[src/rtl/pbus_pkg.sv]
package pbus_pkg;

    typedef enum logic {
        STRB_SPLIT = 1'b0,
        STRB_RWDS  = 1'b1
    } strobe_mode_e;

    localparam int CNT_W   = 3;
    localparam int ST_BUSY = 0;
    localparam int ST_IRQ  = 1;
    localparam int ST_WAIT = 2;

    typedef struct packed {
        logic rd_on;
        logic wr_on;
    } qual_t;

    // Turns the raw select/strobe levels into read and write qualifiers.
    function automatic qual_t qualify(strobe_mode_e m, logic cs_n, logic a, logic b);
        qual_t q;
        if (m == STRB_SPLIT) begin
            q.rd_on = !cs_n && !a;
            q.wr_on = !cs_n && !b;
        end else begin
            q.rd_on = !cs_n && a && !b;
            q.wr_on = !cs_n && !a && !b;
        end
        return q;
    endfunction

endpackage

[src/rtl/pbus_sync.sv]
module pbus_sync #(
    parameter int W = 1
) (
    input  logic         clk,
    input  logic         rst_n,
    input  logic [W-1:0] din,
    output logic [W-1:0] dout
);

    for (genvar i = 0; i < W; i++) begin : g_bit
        logic [1:0] ff_d, ff_q;

        always_comb begin
            ff_d = {ff_q[0], din[i]};
        end

        always_ff @(posedge clk or negedge rst_n) begin
            if (!rst_n) ff_q <= 2'b11;
            else        ff_q <= ff_d;
        end

        assign dout[i] = ff_q[1];
    end

endmodule

[src/rtl/pbus_strobe_decode.sv]
module pbus_strobe_decode
    import pbus_pkg::*;
#(
    parameter int           DW   = 16,
    parameter strobe_mode_e MODE = STRB_SPLIT
) (
    input  logic          clk,
    input  logic          rst_n,
    input  logic          s_cs_n,
    input  logic          s_a,
    input  logic          s_b,
    input  logic          s_addr,
    input  logic [DW-1:0] s_data,
    output logic          rd_start,
    output logic          rd_end,
    output logic          wr_end,
    output logic          ev_addr,
    output logic [DW-1:0] ev_data
);

    typedef struct packed {
        logic          rd_on;
        logic          wr_on;
        logic          addr;
        logic [DW-1:0] data;
    } dec_t;

    dec_t  st_d, st_q;
    qual_t now;

    always_comb begin
        now        = qualify(MODE, s_cs_n, s_a, s_b);
        st_d       = st_q;
        st_d.rd_on = now.rd_on;
        st_d.wr_on = now.wr_on;
        if (now.rd_on || now.wr_on) begin
            st_d.addr = s_addr;
            st_d.data = s_data;
        end
    end

    always_ff @(posedge clk or negedge rst_n) begin
        if (!rst_n) st_q <= '0;
        else        st_q <= st_d;
    end

    assign rd_start = now.rd_on && !st_q.rd_on;
    assign rd_end   = !now.rd_on && st_q.rd_on;
    assign wr_end   = !now.wr_on && st_q.wr_on;
    // On a leading edge the held copy is stale, so take the live address.
    assign ev_addr  = rd_start ? s_addr : st_q.addr;
    assign ev_data  = st_q.data;

endmodule

[src/rtl/pbus_framer.sv]
module pbus_framer
    import pbus_pkg::*;
#(
    parameter int                                CODE_BITS = 2,
    parameter logic [(2**CODE_BITS)*CNT_W-1:0]  LEN_TABLE = {3'd4, 3'd2, 3'd1, 3'd0}
) (
    input  logic                 clk,
    input  logic                 rst_n,
    input  logic                 wr_end,
    input  logic                 rd_end,
    input  logic                 ev_addr,
    input  logic [CODE_BITS-1:0] ev_code,
    output logic                 cmd_take,
    output logic                 data_take,
    output logic                 busy
);

    logic [CNT_W-1:0] rem_d, rem_q;

    assign busy      = (rem_q != '0);
    assign cmd_take  = wr_end && (ev_addr || !busy);
    assign data_take = wr_end && !cmd_take;

    always_comb begin
        rem_d = rem_q;
        if (cmd_take) begin
            rem_d = LEN_TABLE[int'(ev_code)*CNT_W +: CNT_W];
        end else if (data_take || (rd_end && !ev_addr && busy)) begin
            rem_d = rem_q - 1'b1;
        end
    end

    always_ff @(posedge clk or negedge rst_n) begin
        if (!rst_n) rem_q <= '0;
        else        rem_q <= rem_d;
    end

endmodule

[src/rtl/pbus_cmd_port.sv]
module pbus_cmd_port
    import pbus_pkg::*;
#(
    parameter int                               DW          = 16,
    parameter strobe_mode_e                     STROBE_MODE = STRB_SPLIT,
    parameter bit                               USE_WAIT    = 1'b1,
    parameter int                               CODE_BITS   = 2,
    parameter logic [(2**CODE_BITS)*CNT_W-1:0] LEN_TABLE   = {3'd4, 3'd2, 3'd1, 3'd0}
) (
    input  logic          clk,
    input  logic          rst_n,
    input  logic          bus_cs_n,
    input  logic          bus_rdn_rw,
    input  logic          bus_wrn_dsn,
    input  logic          bus_addr,
    input  logic [DW-1:0] bus_d_i,
    output logic [DW-1:0] bus_d_o,
    output logic          bus_d_oe,
    output logic          bus_wait,
    input  logic          irq_level,
    output logic          cmd_valid,
    input  logic          cmd_ready,
    output logic [DW-1:0] cmd_word,
    output logic          wr_valid,
    input  logic          wr_ready,
    output logic [DW-1:0] wr_word,
    output logic          rd_req,
    input  logic          rd_ack,
    input  logic [DW-1:0] rd_word
);

    localparam int SW = DW + 4;

    typedef struct packed {
        logic          cmd_valid;
        logic [DW-1:0] cmd_word;
        logic          wr_valid;
        logic [DW-1:0] wr_word;
        logic          rd_req;
        logic [DW-1:0] dout;
    } port_t;

    logic [SW-1:0] sync_out;
    logic          rd_start, rd_end, wr_end, ev_addr;
    logic [DW-1:0] ev_data;
    logic          cmd_take, data_take, busy;
    logic          pending, wait_w;
    logic [DW-1:0] status_w;
    qual_t         pin_q;
    port_t         p_d, p_q;

    pbus_sync #(.W(SW)) u_sync (
        .clk  (clk),
        .rst_n(rst_n),
        .din  ({bus_cs_n, bus_rdn_rw, bus_wrn_dsn, bus_addr, bus_d_i}),
        .dout (sync_out)
    );

    pbus_strobe_decode #(.DW(DW), .MODE(STROBE_MODE)) u_dec (
        .clk     (clk),
        .rst_n   (rst_n),
        .s_cs_n  (sync_out[DW+3]),
        .s_a     (sync_out[DW+2]),
        .s_b     (sync_out[DW+1]),
        .s_addr  (sync_out[DW]),
        .s_data  (sync_out[DW-1:0]),
        .rd_start(rd_start),
        .rd_end  (rd_end),
        .wr_end  (wr_end),
        .ev_addr (ev_addr),
        .ev_data (ev_data)
    );

    pbus_framer #(.CODE_BITS(CODE_BITS), .LEN_TABLE(LEN_TABLE)) u_frm (
        .clk      (clk),
        .rst_n    (rst_n),
        .wr_end   (wr_end),
        .rd_end   (rd_end),
        .ev_addr  (ev_addr),
        .ev_code  (ev_data[CODE_BITS-1:0]),
        .cmd_take (cmd_take),
        .data_take(data_take),
        .busy     (busy)
    );

    assign pending = p_q.cmd_valid || p_q.wr_valid || p_q.rd_req;

    if (USE_WAIT) begin : g_wait
        assign wait_w = pending;
    end else begin : g_nowait
        assign wait_w = 1'b0;
    end

    always_comb begin
        status_w          = '0;
        status_w[ST_BUSY] = busy;
        status_w[ST_IRQ]  = irq_level;
        status_w[ST_WAIT] = wait_w;
    end

    always_comb begin
        p_d = p_q;
        if (p_q.cmd_valid && cmd_ready) p_d.cmd_valid = 1'b0;
        if (p_q.wr_valid && wr_ready)   p_d.wr_valid  = 1'b0;
        if (cmd_take) begin
            p_d.cmd_valid = 1'b1;
            p_d.cmd_word  = ev_data;
        end
        if (data_take) begin
            p_d.wr_valid = 1'b1;
            p_d.wr_word  = ev_data;
        end
        if (p_q.rd_req && rd_ack) begin
            p_d.rd_req = 1'b0;
            p_d.dout   = rd_word;
        end
        if (rd_start) begin
            if (ev_addr) p_d.dout   = status_w;
            else         p_d.rd_req = 1'b1;
        end
    end

    always_ff @(posedge clk or negedge rst_n) begin
        if (!rst_n) p_q <= '0;
        else        p_q <= p_d;
    end

    always_comb begin
        pin_q = qualify(STROBE_MODE, bus_cs_n, bus_rdn_rw, bus_wrn_dsn);
    end

    assign bus_d_oe  = pin_q.rd_on;
    assign bus_d_o   = p_q.dout;
    assign bus_wait  = wait_w;
    assign cmd_valid = p_q.cmd_valid;
    assign cmd_word  = p_q.cmd_word;
    assign wr_valid  = p_q.wr_valid;
    assign wr_word   = p_q.wr_word;
    assign rd_req    = p_q.rd_req;

endmodule

[config.mk]
export PLATFORM = sky130hd
export DESIGN_NAME = pbus_cmd_port
export DESIGN_NICKNAME = d
export VERILOG_FILES = /design/src/rtl/pbus_pkg.sv /design/src/rtl/pbus_sync.sv /design/src/rtl/pbus_strobe_decode.sv /design/src/rtl/pbus_framer.sv /design/src/rtl/pbus_cmd_port.sv
export SDC_FILE = /design/constraint.sdc
export NUM_CORES = 1
export LEC_CHECK = 0
export ABC_AREA = 1
export BUFFER_PORTS_ARGS = -buffer_cell sky130_fd_sc_hd__buf_2
export CAP_MARGIN = 20
export CORE_AREA = 2 2 106 87
export CTS_CLUSTER_DIAMETER = 100
export DETAILED_ROUTE_END_ITERATION = 12
export DIE_AREA = 0 0 108 89
export PLACE_DENSITY = 0.88
export SLEW_MARGIN = 20
export SYNTH_ARGS = -nofsm -noshare
export SYNTH_HDL_FRONTEND = slang
export SYNTH_HIERARCHICAL = 1
export SYNTH_SLANG_ARGS = --single-unit
[constraint.sdc]
create_clock -name clk -period 3.68 [get_ports clk]
set_clock_uncertainty 0.1 [all_clocks]
set_input_delay 0.368 -clock clk [delete_from_list [all_inputs] [get_ports clk]]
set_output_delay 0.368 -clock clk [all_outputs]
set_load 0.02 [all_outputs]
# Word level (Yosys, flattened, before mapping)
# Index checks and enable logic that the tools add are counted.
# W data, S select, Z words.
[op_classes]
mux = 11
shifts = 1
reduce_logical = 33
n_addsub = 1
n_mul = 1
[op_table]
columns = ["cell", "n"]
rows = [
  ["$mux W17", 4],
  ["$shiftx A12 B32 Y3 const A", 1],
  ["$mux W16", 1],
  ["$logic_and A1 B1 Y1", 13],
  ["$logic_not A1 Y1", 11],
  ["$mux W3", 2],
  ["$reduce_bool A2 Y1", 3],
  ["$logic_or A1 B1 Y1", 5],
  ["$mul A2 B2 Y4 const B", 1],
  ["$mux W1", 4],
  ["$reduce_bool A3 Y1", 1],
  ["$sub A3 B1 Y3 const B", 1],
]
[totals]
elab_cells = 78
register_bits = 113
out_inout_bits = 53

# Logic depth before layout (Yosys ltp)
# Gate-level depths: netlist of run 1.
[depth]
word_depth = 11
mapped_depth = 14

# Modules after synthesis
# The synthesis of run 1 kept the hierarchy.
[modules_own_cells]
columns = ["mod", "n_inst", "cells_per_inst", "area_per_inst_um2"]
rows = [
  ["pbus_cmd_port", 1, 233, 2125.8],
  ["pbus_sync", 1, 60, 1201.2],
  ["pbus_strobe_decode", 1, 106, 985.9],
  ["pbus_framer", 1, 36, 271.5],
]

# Least setup slack after synthesis of run 1
# No wires, ideal clock.
[synth_timing]
path_type = "register to register"
startpoint = "reg u_sync.g_bit[17].ff_q[1]"
endpoint = "reg p_q (netlist bit wr_word[10])"
setup_slack_ns = 1.656
stages_incl_launch_ff = 13
arrival_time_ns = 1.807
setup_time_ns = 0.117
path_buffers = 3
path_cell_list = "dfstp_2 > buf_4 > inv_1 > nand2_4 > inv_1 > nor2_1 > inv_1 > nor2_1 > buf_2 > inv_4 > buf_4 > nand2_1 > nand2_1"
[synth_lines]
columns = ["item", "line_no", "text"]
rows = [
  ["start: declaration", "pbus_sync.sv:11", "logic [1:0] ff_d, ff_q;"],
  ["start signal: assignment", "pbus_sync.sv:18", "if (!rst_n) ff_q <= 2'b11;"],
  ["start signal: assignment", "pbus_sync.sv:19", "else ff_q <= ff_d;"],
  ["end signal: assignment", "pbus_cmd_port.sv:125", "else p_q <= p_d;"],
  ["end: declaration", "pbus_cmd_port.sv:50", "port_t p_d, p_q;"],
]

==> impl_metrics.py, run 1 <==
metrics = {
    "global_route": {
        "grt_usage_pct": 21.2,
        "grt-ovfl-total": 0,
        "grt_pass1_wl_mm": 15.3,
        "grt_pass1_vias": 3200,
        "grt_max_degree": 92,
        "antenna_found_initial": 0,
    },
    "synth": {
        "synth.area.top_cells": "dfrtp_1, dfstp_2, nand2_1, buf_4, nand3_1",
        "yosys.area_share.xor_xnor_pct": 0.191,
        "synth_top_family_by_area": "simple AND/OR/NAND/NOR gates",
        "synthSimpleGateAreaFrac_pct": 20.8,
        "synth_seq_cells": 113,
        "syn_avg_cell_area_um2": 10.5,
        "synthCells": 435,
        "synth_top_area_share_pct": 39.8,
        "synth_compound_area_share_pct": 4.48,
        "yosysWarnings": 6,
        "synth.distinct_cells": 25,
        "yosysSeqAreaShare_pct": 62.8,
        "syn_nets": 479,
        "yosys.area_share.adder_pct": 0.546,
        "netlist_area_um2": 4580,
        "muxShareOfSynthArea_pct": 0,
        "yosysTopAreaCell": "dfrtp_1",
    },
    "layout": {
        "final_area_um2": 5680,
        "seq_area_um2": 2880,
        "mostFrequentLayoutCell": "nand2_1",
        "nNetsFinal": 573,
        "multi_input_area_um2": 1190,
        "fill_cells": 612,
        "syn_to_final_growth_pct": 24.0,
        "mostFrequentLayoutCells": "nand2_1, buf_2, dfrtp_1, dfstp_2, dlygate4sd3_1",
        "antenna_cells": 0,
        "drive_gt1_share_pct": 37.3,
    },
    "clock_network": {
        "ctsHtreeMaxLevel": 4,
        "post_cts.repair.setup_buffers": 0,
        "root_buffer": "clkbuf_8",
        "path_clk_slew_ps": 60,
        "cts_sinks": 113,
        "insertion_delay_ps": 510,
        "clk_path_buf_depth": 2,
        "tritoncts": "built",
        "cts_buffers": 17,
    },
    "min_path": {
        "worstHoldPathCells": 3,
        "hold_path_class": "in -> reg",
    },
    "run": {
        "maxCapViolations": 0,
    },
    "place": {
        "gp_congestion": 0.793,
        "io_buffers": 94,
        "place_area_um2": 4800,
        "dp_hpwl_mm": 5.84,
    },
    "sta": {
        "setup_tns_ps": 0,
        "max_freq_mhz": 423,
        "worst_pin_slew_ps": 772,
        "period_minus_slack_ps": 2370,
        "setup_viol": 0,
        "drv_slew": 0,
        "rsz0062_at_grt": "no",
        "min_period_over_period_pct": 64.3,
        "finalHoldViolations": 0,
        "slew_headroom_pct": 48.5,
    },
    "drt": {
        "wl_met2_mm": 4.59,
        "drc": 0,
        "wl_met3_um": 632,
        "wl_met1_mm": 3.98,
        "dr.pass1.iters": 4,
        "viasPerCell": 4.82,
        "routed_wl_mm": 9.34,
        "dr.max_layer_used": "met4",
        "drt_iter0_drc": 292,
        "drtAntennaViolNets": 0,
        "wire_per_inst_um": 14.3,
        "vias": 3151,
    },
    "critical_path": {
        "cp.arrival_ps": 2650,
        "endpoint_kind": "flip-flop",
        "crit_type": "reg -> reg",
        "reg2reg_depth": 9,
        "crit_fanout": 18,
        "startpoint_type": "flip-flop",
        "required_ps": 3970,
    },
    "floorplan": {
        "dieArea_um2": 9610,
        "io-pin-count": 95,
        "rows": 30,
        "start_util_pct": 54.3,
        "dieWidth_um": 108,
        "die_height_um": 89,
        "core_um2": 8450,
    },
    "power_and_ir_drop": {
        "peakVddDrop_mv": 0.571,
        "power_density_nw_per_um2": 762,
        "leakage_nw": 2.97,
    },
    "run_status": {
        "run_status": "finished clean",
    },
}
-- through the flow --
step	total power, mW	setup WS [ps]	hold slack [ps]	utilization [%]	instances
4_1_cts	4.36	1320	0.616	67.1	653
3_3_place_gp	2.72	1510	246	56.9	592
3_5_place_dp	2.76	1380	247	56.9	592
2_1_floorplan	2.41	1660	-27.6	-	435
6_report	4.33	1310	32.1	67.3	654
5_1_grt	4.55	1110	3.97	67.3	654
-- what timing repair did --
item                      4_1_cts  5_1_grt
gates resized for setup         0        0
hold buffers                   29        1
hold endpoints to repair      101        1
-- area by class of cell --
type,count,area share (%)
well taps,112,2.47
inverters,27,1.87
clock inverters,13,2.16
repair buffers,126,13.9
multi-input cells,244,21.0
clock buffers,19,7.97
flip-flops and latches,113,50.6
-- final timing paths --
path / from / end / slack (ps)
hold / removal: rd_word[10] / bus_d_o[10]$_DFF_PN0_ / 30
min in group asynchronous: rst_n / bus_d_o[9]$_DFF_PN0_ / 380
setup / recovery: u_sync/g_bit[19].ff_q[1]$_DFF_PN1_ / cmd_word[7]$_DFFE_PN0P_ / 1310
max in group asynchronous: rst_n / u_sync/g_bit[8].ff_q[1]$_DFF_PN1_ / 2270
setup reg to reg: u_sync/g_bit[19].ff_q[1]$_DFF_PN1_ / cmd_word[7]$_DFFE_PN0P_ / 1310
hold reg to reg: u_sync/g_bit[6].ff_q[0]$_DFF_PN1_ / u_sync/g_bit[6].ff_q[1]$_DFF_PN1_ / 250
-- registers in the layout, indices dropped and copies added, names as in the netlist --
register           flops
wr_word               16
cmd_valid              1
bus_d_o               16
wr_valid               1
rd_req                 1
u_frm/rem_q            3
cmd_word              16
u_sync/g_bit.ff_q     40
u_dec/st_q             3
u_dec/ev_data         16
-- worst max-delay path, stage by stage, from the launching register on --
cell and delay, ps:
dfstp_2 580, inv_2 70, nand2_4 200, inv_1 100, nor2_1 310, nand2_4 90
inv_1 400, inv_4 180, nand2_1 110, nand2_1 80
-- kinds of logic after synthesis --
kind of cell | after synthesis
AND/OR/NAND/NOR | 210
flip-flops | 113
buffers and inverters | 78
AO/OA/AOI/OAI | 31
adder cells (fa/ha/maj) | 2
XOR/XNOR | 1
-- Yosys cell counts, drive strengths merged --
| library cell | count |
|---|---|
| nand3 | 34 |
| o21ai | 16 |
| nand2 | 158 |
| ha | 2 |
| xnor2 | 1 |
| dfstp | 40 |
| inv | 27 |
| nor2 | 18 |
| buf | 51 |
| a21oi | 14 |
| o22ai | 1 |
| dfrtp | 73 |
-- where the power goes --
part	total [mW]	internal [mW]	switching [mW]
sequential	1.72	1.54	0.184
clock	1.55	0.962	0.588
combinational	1.05	0.359	0.695
total	4.33	2.86	1.47
-- routing by layer --
metal / up-vias / track usage (%)
met5: - / 0
met4: 0 / 8.51
met3: 14 / 8.31
met2: 121 / 34.2
met1: 1504 / 26.2
li1: 1512 / -
(Power assumes the default switching activity.)
==> run 2, diff against run 1 <==
ABC_AREA = 0   (was 1)
PLACE_DENSITY = 0.87   (was 0.88)
clock period = 2.3 ns   (was 3.68 ns; I/O delays follow)
==> run 2 against run 1 <==
Net effect: flip-flop and latch count stayed put; worst hold slack improved by 130 ps; register-to-register slack worse by 1200 ps; via count down 17%; largest cell class unchanged; wire length decreased by 7.6%; die area is the same; core utilization increased by 1.4 points.
==> impl_metrics.py, run 2 <==
metrics = {
    "clock_network": {
        "root_buffer": "clkbuf_8",
        "clk_path_buf_depth": 2,
        "cts_sinks": 113,
        "path_clk_slew_ps": 60,
        "cts_buffers": 17,
        "post_cts.repair.setup_buffers": 0,
        "insertion_delay_ps": 510,
        "ctsHtreeMaxLevel": 4,
        "tritoncts": "built",
    },
    "place": {
        "io_buffers": 94,
        "gp_congestion": 0.845,
        "dp_hpwl_mm": 5.24,
        "place_area_um2": 4810,
    },
    "sta": {
        "slew_headroom_pct": 61.8,
        "hold_ws_ps": 167,
        "worst_pin_slew_ps": 573,
        "min_period_over_period_pct": 95.7,
        "finalHoldViolations": 0,
        "setup_tns_ps": 0,
        "drv_slew": 0,
        "period_minus_slack_ps": 2200,
        "setup_viol": 0,
        "max_freq_mhz": 455,
        "rsz0062_at_grt": "no",
    },
    "floorplan": {
        "rows": 30,
        "start_util_pct": 53.4,
        "io-pin-count": 95,
        "core_um2": 8450,
        "die_height_um": 89,
        "dieArea_um2": 9610,
        "dieWidth_um": 108,
    },
    "drt": {
        "wire_per_inst_um": 15.9,
        "drtAntennaViolNets": 0,
        "drc": 0,
        "vias": 2631,
        "routed_wl_mm": 8.63,
        "drt_iter0_drc": 150,
        "viasPerCell": 4.84,
        "dr.pass1.iters": 4,
    },
    "layout": {
        "syn_to_final_growth_pct": 28.7,
        "largest_reg_flops": 40,
        "final_area_um2": 5800,
        "mostFrequentLayoutCell": "buf_2",
        "drive_gt1_share_pct": 57.2,
        "top_register": "u_sync/g_bit.ff_q",
        "nNetsFinal": 463,
        "antenna_cells": 0,
        "mostFrequentLayoutCells": "buf_2, dfrtp_1, dlygate4sd3_1, dfstp_2, nand2_1",
    },
    "critical_path": {
        "required_ps": 2590,
        "endpoint_kind": "flip-flop",
        "timing.rr.end": "wr_word[2]$_DFFE_PN0P_",
        "reg2reg_from": "u_sync/g_bit[19].ff_q[1]$_DFF_PN1_",
        "cp.arrival_ps": 2490,
        "crit_type": "reg -> reg",
        "startpoint_type": "flip-flop",
        "reg2reg_depth": 6,
        "crit_fanout": 10,
        "r2r_slack_ps": 100,
        "startpoint": "u_sync/g_bit[19].ff_q[1]$_DFF_PN1_",
    },
    "synth": {
        "synth_most_common_cell": "dfrtp_1",
        "synth_ff_type": "dfrtp_1",
        "synth_top_area_share_pct": 40.5,
        "netlist_area_um2": 4510,
        "syn_nets": 345,
        "synth.distinct_cells": 35,
        "synth_edf_count": 0,
        "async_reset_ff_share_pct": 100,
        "synthCells": 301,
        "yosysTopAreaCell": "dfrtp_1",
        "synth_seq_cells": 113,
        "yosysSeqAreaShare_pct": 63.8,
        "synth_top_cells_by_count": "dfrtp_1, dfstp_2, buf_4",
        "syn_avg_cell_area_um2": 15.0,
        "yosysWarnings": 6,
        "synth.area.top_cells": "dfrtp_1, dfstp_2, mux2_4, buf_4, mux2_2",
    },
    "run_status": {
        "run_status": "finished clean",
    },
    "global_route": {
        "antenna_found_initial": 0,
        "grt_max_degree": 52,
        "grt_pass1_vias": 2808,
        "grt-ovfl-total": 0,
        "grt_pass1_wl_mm": 13.9,
        "grt_usage_pct": 19.5,
    },
    "power_and_ir_drop": {
        "leakage_nw": 2.73,
        "power.total_mw": 7.04,
        "peakVddDrop_mv": 0.723,
        "power_density_nw_per_um2": 1210,
    },
    "min_path": {
        "hold_path_class": "in -> async",
    },
    "run": {
        "maxCapViolations": 0,
    },
}
[run 2: cell types whose count changed after synthesis, moves of 5 or more]
cell,previous run,this run
nand3_2,10,0
mux2_2,0,22
mux2_4,0,29
buf_4,42,37
o21ai_2,10,0
nor2_1,18,5
a21oi_1,13,4
nor3_1,0,5
nand2_4,5,0
a21oi_2,0,10
nand2_1,150,30
nand3_1,23,0
inv_1,23,7
[run 2: logic make-up (layout without fill, tap and decap cells)]
logic type                 count (synthesis)  in the layout  synth area share (%)
AOI/OAI and AO/OA                         25             25                  4.44
and+or+nand+nor                           54             54                  5.88
DFF                                      113            113                  63.8
adders and majority gates                  2              2                 0.555
muxes                                     55             55                  16.0
buffers and inverters                     52            183                  9.27
[run 2: report_power, final]
group	leakage, nW	internal, mW	switching, mW
combinational	1.15	0.829	0.953
clock	0.276	1.55	0.934
sequential	1.31	2.47	0.301
[run 2: what timing repair did]
action,in CTS,in global routing
hold endpoints to repair,83,0
endpoints found under the setup margin,0,23
hold buffers,41,0
gates resized for setup,0,2
[run 2: routing by layer]
layer | routed length (um) | GRT usage (%)
met1 | 3710 | 23.4
met2 | 4270 | 33.0
met3 | 479 | 5.69
met4 | 166 | 9.21
met5 | 0 | 0
[run 2: cell type report]
class / instances / area, um^2
Clock buffer: 17 / 414
Tap cell: 112 / 140
Clock inverter: 15 / 161
Fill cell: 579 / 2640
Inverter: 7 / 26.3
Sequential cell: 113 / 2880
Multi-Input combinational cell: 136 / 1220
Timing Repair Buffer: 144 / 963
[run 2: critical path: stages, from the launching register on]
cell	delay, ps
dfstp_2	400
nor3_2	210
mux2_2	430
nor2_4	200
and2_1	180
buf_4	210
mux2_2	360
[run 2: worst max-delay path by stage]
stage	to	slack, ps	cells past startpoint
floorplan	cmd_word[10]$_DFFE_PN0P_	7	8
global placement	wr_word[5]$_DFFE_PN0P_	140	6
detailed placement	wr_word[2]$_DFFE_PN0P_	110	6
CTS	wr_word[2]$_DFFE_PN0P_	40	6
global route	wr_word[0]$_DFFE_PN0P_	40	6
finish	wr_word[2]$_DFFE_PN0P_	100	6
[run 2: metrics by stage]
stage	setup WS [ps]	utilization [%]	instances
after floorplan	7.45	-	301
after global placement	140	57.0	471
after detailed placement	107	57.0	471
after CTS	39.0	68.6	544
after global routing	35.6	68.7	544
final	99.9	68.7	544
